[src/rtl/slp_pkg.sv]
package slp_pkg;
  typedef enum logic [2:0] {
    ST_RUN   = 3'd0,
    ST_LIGHT = 3'd1,
    ST_MID   = 3'd2,
    ST_DEEP  = 3'd3,
    ST_WAKE  = 3'd4
  } slp_state_e;

  typedef struct packed {
    logic core;
    logic pll;
    logic mclk;
    logic pdm;
    logic tmr;
    logic async_irq;
  } gate_t;

  localparam logic [1:0] DEPTH_LIGHT = 2'b00;
  localparam logic [1:0] DEPTH_MID   = 2'b01;
endpackage

[src/rtl/slp_fsm.sv]
module slp_fsm
  import slp_pkg::*;
(
  input  logic       clk,
  input  logic       rst_n,
  input  logic       idle_strobe,
  input  logic [1:0] depth_sel,
  input  logic       mask_tmr,
  input  logic       mask_prt,
  input  logic       timer_irq,
  input  logic       port_irq,
  input  logic       settle_done,
  output slp_state_e state,
  output logic       wake_load,
  output logic       wake_light,
  output logic       m_tmr_q,
  output logic       m_prt_q
);
  slp_state_e state_nx;
  logic       asleep;
  logic       wake_hit;

  assign asleep   = (state == ST_LIGHT) || (state == ST_MID) || (state == ST_DEEP);
  assign wake_hit = (timer_irq && m_tmr_q) || (port_irq && m_prt_q);
  assign wake_load  = asleep && wake_hit;
  assign wake_light = (state == ST_LIGHT);

  always_comb begin
    state_nx = state;
    unique case (state)
      ST_RUN: begin
        if (idle_strobe) begin
          if (depth_sel == DEPTH_LIGHT)    state_nx = ST_LIGHT;
          else if (depth_sel == DEPTH_MID) state_nx = ST_MID;
          else                             state_nx = ST_DEEP;
        end
      end
      ST_LIGHT, ST_MID, ST_DEEP: begin
        if (wake_hit) state_nx = ST_WAKE;
      end
      ST_WAKE: begin
        if (settle_done) state_nx = ST_RUN;
      end
      default: state_nx = ST_RUN;
    endcase
  end

  always_ff @(posedge clk or negedge rst_n) begin
    if (!rst_n) begin
      state   <= ST_RUN;
      m_tmr_q <= 1'b0;
      m_prt_q <= 1'b0;
    end else begin
      state <= state_nx;
      if (state == ST_RUN && idle_strobe) begin
        m_tmr_q <= mask_tmr;
        m_prt_q <= mask_prt;
      end
    end
  end
endmodule

[src/rtl/slp_settle_cnt.sv]
module slp_settle_cnt #(
  parameter int CNT_W = 16
) (
  input  logic             clk,
  input  logic             rst_n,
  input  logic             load,
  input  logic             load_zero,
  input  logic             count_en,
  input  logic             osc_xtal,
  input  logic [CNT_W-1:0] xtal_settle,
  input  logic [CNT_W-1:0] rc_settle,
  output logic [CNT_W-1:0] cnt,
  output logic             done
);
  localparam logic [CNT_W-1:0] CNT_ZERO = '0;
  localparam logic [CNT_W-1:0] CNT_ONE  = CNT_W'(1);

  logic [CNT_W-1:0] reload;

  always_comb begin
    if (load_zero)     reload = CNT_ZERO;
    else if (osc_xtal) reload = xtal_settle;
    else               reload = rc_settle;
  end

  assign done = (cnt == CNT_ZERO);

  always_ff @(posedge clk or negedge rst_n) begin
    if (!rst_n) begin
      cnt <= CNT_ZERO;
    end else if (load) begin
      cnt <= reload;
    end else if (count_en && !done) begin
      cnt <= cnt - CNT_ONE;
    end
  end
endmodule

[src/rtl/slp_gate_dec.sv]
module slp_gate_dec
  import slp_pkg::*;
(
  input  slp_state_e state,
  input  logic       timer_src_osc,
  output gate_t      gates
);
  always_comb begin
    gates = '{core: 1'b1, pll: 1'b1, mclk: 1'b1, pdm: 1'b1, tmr: 1'b1, async_irq: 1'b0};
    unique case (state)
      ST_RUN: ;
      ST_LIGHT: begin
        gates.core = 1'b0;
        gates.pdm  = 1'b0;
      end
      ST_MID: begin
        gates = '{core: 1'b0, pll: 1'b0, mclk: 1'b0, pdm: 1'b0,
                  tmr: timer_src_osc, async_irq: 1'b1};
      end
      ST_DEEP: begin
        gates = '{core: 1'b0, pll: 1'b0, mclk: 1'b0, pdm: 1'b0,
                  tmr: 1'b0, async_irq: 1'b1};
      end
      ST_WAKE: begin
        gates.core = 1'b0;
        gates.pdm  = 1'b0;
      end
      default: ;
    endcase
  end
endmodule

[src/rtl/slp_wake_ctrl.sv]
module slp_wake_ctrl
  import slp_pkg::*;
#(
  parameter int CNT_W = 16
) (
  input  logic             clk,
  input  logic             rst_n,
  input  logic             idle_strobe,
  input  logic [1:0]       depth_sel,
  input  logic             mask_tmr,
  input  logic             mask_prt,
  input  logic             timer_irq,
  input  logic             port_irq,
  input  logic             timer_src_osc,
  input  logic             osc_xtal,
  input  logic [CNT_W-1:0] xtal_settle,
  input  logic [CNT_W-1:0] rc_settle,
  output logic             core_clk_en,
  output logic             pll_en,
  output logic             mclk_en,
  output logic             pdm_en,
  output logic             timer_en,
  output logic             irq_async
);
  slp_state_e       state;
  logic             wake_load;
  logic             wake_light;
  logic             m_tmr_q;
  logic             m_prt_q;
  logic             settle_done;
  logic [CNT_W-1:0] settle_cnt;
  gate_t            gates;

  slp_fsm u_fsm (
    .clk        (clk),
    .rst_n      (rst_n),
    .idle_strobe(idle_strobe),
    .depth_sel  (depth_sel),
    .mask_tmr   (mask_tmr),
    .mask_prt   (mask_prt),
    .timer_irq  (timer_irq),
    .port_irq   (port_irq),
    .settle_done(settle_done),
    .state      (state),
    .wake_load  (wake_load),
    .wake_light (wake_light),
    .m_tmr_q    (m_tmr_q),
    .m_prt_q    (m_prt_q)
  );

  slp_settle_cnt #(.CNT_W(CNT_W)) u_cnt (
    .clk        (clk),
    .rst_n      (rst_n),
    .load       (wake_load),
    .load_zero  (wake_light),
    .count_en   (state == ST_WAKE),
    .osc_xtal   (osc_xtal),
    .xtal_settle(xtal_settle),
    .rc_settle  (rc_settle),
    .cnt        (settle_cnt),
    .done       (settle_done)
  );

  slp_gate_dec u_dec (
    .state        (state),
    .timer_src_osc(timer_src_osc),
    .gates        (gates)
  );

  assign core_clk_en = gates.core;
  assign pll_en      = gates.pll;
  assign mclk_en     = gates.mclk;
  assign pdm_en      = gates.pdm;
  assign timer_en    = gates.tmr;
  assign irq_async   = gates.async_irq;
endmodule

[config.mk]
export PLATFORM = sky130hd
export DESIGN_NAME = slp_wake_ctrl
export DESIGN_NICKNAME = d
export VERILOG_FILES = /design/src/rtl/slp_pkg.sv /design/src/rtl/slp_fsm.sv /design/src/rtl/slp_settle_cnt.sv /design/src/rtl/slp_gate_dec.sv /design/src/rtl/slp_wake_ctrl.sv
export SDC_FILE = /design/constraint.sdc
export NUM_CORES = 1
export LEC_CHECK = 0
export ABC_AREA = 1
export CAP_MARGIN = 25
export CELL_PAD_IN_SITES_DETAIL_PLACEMENT = 1
export CELL_PAD_IN_SITES_GLOBAL_PLACEMENT = 2
export CORE_ASPECT_RATIO = 0.6
export CORE_MARGIN = 5
export CORE_UTILIZATION = 22
export DETAILED_ROUTE_END_ITERATION = 6
export MAX_ROUTING_LAYER = met4
export PLACE_DENSITY_LB_ADDON = 0.1
export SLEW_MARGIN = 40
export SYNTH_ARGS = -nofsm -noshare
export SYNTH_HDL_FRONTEND = slang
export SYNTH_SLANG_ARGS = --single-unit
[constraint.sdc]
create_clock -name clk -period 1.4 [get_ports clk]
set_input_delay 0.28 -clock clk [delete_from_list [all_inputs] [get_ports clk]]
set_output_delay 0.28 -clock clk [all_outputs]
set_load 0.05 [all_outputs]
==> flow_summary.yaml <==
grt:
  grt_max_degree: 22
  antenna_found_initial: 0
  grt_use_total: 0.182
  grt.overflow.total: 0
  grt_pass1_wl_um: 13100
  grt_pass1_vias: 2345
power_and_ir_drop:
  combPwrFrac: 0.791
  internal_power_w: 0.00441
  p_seq_frac: 0.134
  clkPwrFrac: 0.075
  cellPowerDensity_mw_per_mm2: 2260
  p_sw_frac: 0.480
  irDropWorstVdd_mv: 0.655
  p_sw_w: 0.00408
  total_power_w: 0.00849
  leakage_nw: 1.72
logic_synthesis:
  ys_ff_latch: 21
  synth_edf_count: 0
  ys_warn_count: 0
  synthArstFlopShare: 1.00
  ys_types: 30
  syn-mean-instance-area_um2: 6.27
  yosys.area_share.simple: 0.435
  syn-cell-area_mm2: 0.00167
  synth_area_leaders: "dfrtp_1, nand2_1, nor2_1"
  synthMuxAreaShare: 0.00676
  netlist_instances: 266
  synth_compound_area_frac: 0.129
  synth_flop_cell: "dfrtp_1"
  synth_area_leader_cell: "dfrtp_1"
  yosysSeqAreaShare: 0.315
  synth_top_area_share: 0.315
  synth_top_family_by_area: "simple AND/OR/NAND/NOR gates"
  yosys.area_share.adder: 0.00751
  syn_nets: 310
  synth_xor_area_frac: 0.00526
timing:
  finalSetupViolCount: 25
  rsz0062_at_grt: "yes"
  drv_slew: 0
  post-route-min-period_ps: 1620
  period_share: 1.16
  maxSlewHeadroom: 0.768
  setup_ws_ps: -221
  fin_hold_ws_ps: 378
  final_hold_viol_count: 0
  fmax_mhz: 617
  fin_worst_skew_ps: 1.83
  tightest_slew_ps: 345
clock_tree:
  postCtsHoldBufs: 0
  clkLatencyLatePin_ps: 260
  cts.clk_slew.worst_paths_ps: 60
  cts-htree-levels: 1
  cts_tree: "done"
  cts_max_path_buffers: 2
  cts_made_buffers: 3
  cts_root_buffer: "clkbuf_16"
  clock-sinks: 21
floorplanning:
  placementRows: 24
  dieArea_mm2: 0.00947
  chipHeight_um: 77.4
  die_x_um: 122
  coreArea_mm2: 0.00733
  start_util: 0.227
  boundaryPins: 49
placement:
  place_ws_ps: -419
  gp_congestion: 0.846
  port_buffers: 48
  placedCellCount: 459
  detailed_place_hpwl_um: 5830
detailed_routing:
  drc: 0
  drt-pass1-iter-count: 4
  vias: 2227
  wirelength_um: 8760
  drt_iter0_drc: 67
  wl_per_cell_um: 17.7
  viasPerCell: 4.50
  ant_nets: 0
worst_setup_path:
  timing.rr.start: "u_cnt.cnt[4]"
  r2r_end: "u_cnt.cnt[13]"
  crit_path_end_kind: "output port"
  crit_start: "u_fsm.state[2]"
  cp.required_ps: 1120
  critical_path.endpoint: "timer_en"
  worstPathArrival_ps: 1340
  worst-setup-path-type: "reg -> out"
  worst_setup_path_start_kind: "flop"
  r2r_cells: 11
  worstPathMaxFanout: 3
  r2r_setup_slack_ps: -210
cells_and_area:
  seqCellArea_um2: 528
  area_delta_synth_final_pct: 125
  fill_cells: 874
  stdcell_count: 495
  drive_gt1_frac: 0.504
  final_nets: 436
  fin_util: 0.512
  n_antenna_cell: 0
  multi_input_area_mm2: 0.00155
hold_path:
  hold_path.class: "in -> async"
outcome:
  status: "finished with violations"
  violations: "negative setup slack"
flow_run:
  cap_viol_max_count: 0
## cell usage in the layout (no fill, tap or decap), types with 3 or more instances in the layout
master and instances:
a21oi_2 9, a21oi_4 5, buf_12 11, buf_4 50, buf_6 19, buf_8 5, clkbuf_16 3, clkdlybuf4s50_1 42
dfrtp_1 19, inv_1 19, inv_2 5, nand2_1 72, nand2_2 8, nand2_4 11, nand2_8 6, nand3_1 8
nand3_2 10, nand3_4 4, nand4_1 4, nor2_1 19, nor2_2 8, nor2_4 17, o21ai_2 11
## metal layers
metal / part of all wire / vias up / global-route usage
li1: - / 1101 / -
met1: 0.54 / 1065 / 0.287
met2: 0.41 / 57 / 0.239
met3: 0.050 / 4 / 0.0400
met4: 0.0066 / 0 / 0.0201
met5: 0 / - / -
## what timing repair did
action	in CTS	in global routing
resized for setup	85	79
pin swaps	22	45
gates cloned	5	1
endpoints found under the setup margin	25	26
setup buffers	18	11
## critical path, cell delays in order (launching register included)
cell and delay (ps):
dfrtp_1 400, buf_4 150, nor2_4 190, buf_6 150, nand2_4 50, buf_12 140
## kinds of logic after synthesis
group | after synthesis
mux | 1
compound gates | 37
simple gates | 168
buf+inv | 37
fa+ha+maj | 1
flops | 21
xor+xnor | 1
## stage by stage
| step | area (um2) | TNS [ps] |
|---|---|---|
| 2_1_floorplan | 1710 | -305 |
| 3_3_place_gp | 2680 | -6320 |
| 3_5_place_dp | 2680 | -6670 |
| 4_1_cts | 3350 | -2570 |
| 5_1_grt | 3750 | -4900 |
| 6_report | 3750 | -3410 |
## power groups by stage
stage	clock network [W]	logic, W	registers [W]
CTS	0.000641	0.00549	0.00109
global placement	0	0.00394	0.00106
detailed placement	0	0.00397	0.00106
global route	0.000674	0.00719	0.00117
finish	0.000634	0.00672	0.00114
floorplan	0	0.00226	0.00104
## registers in the layout (all words and copies together), names as in the netlist
signal,flops
u_fsm.m_prt_q,1
u_fsm.m_tmr_q,1
u_fsm.state,3
u_cnt.cnt,16
## area by class of cell
| class | instances | share of cell area |
|---|---|---|
| multi-input cells | 211 | 0.414 |
| repair buffers | 129 | 0.362 |
| flip-flops and latches | 21 | 0.141 |
| well taps | 104 | 0.0347 |
| inverters | 26 | 0.0273 |
| clock buffers | 3 | 0.0200 |
| clock inverters | 1 | 0.00133 |
## synthesized netlist by cell type, types with 2 or more instances
cell and count:
buf_2 5, nand2_4 3, o21ai_0 6, dfrtp_1 21, a21oi_1 15, o21ai_2 4
or2_2 2, buf_6 2, nand4_1 4, nand3_1 22, inv_1 26, nor2_1 40
buf_4 2, nand2_2 2, nor2_4 2, o21ai_1 6, nor2_2 2, nand2_1 89
o211ai_1 2
## worst min-delay path by stage
stage | startpoint | endpoint | slack [ps] | cells after the start
after global placement | u_fsm.m_prt_q | u_fsm.m_prt_q | 500 | 2
after CTS | rst_n | u_fsm.m_prt_q | 390 | 2
after detailed placement | u_fsm.m_prt_q | u_fsm.m_prt_q | 520 | 2
after global routing | rst_n | u_fsm.m_prt_q | 410 | 2
after floorplan | rst_n | u_cnt.cnt[0] | -20 | 0
final | rst_n | u_fsm.m_prt_q | 380 | 2
Power figures use the tool's default switching activity.
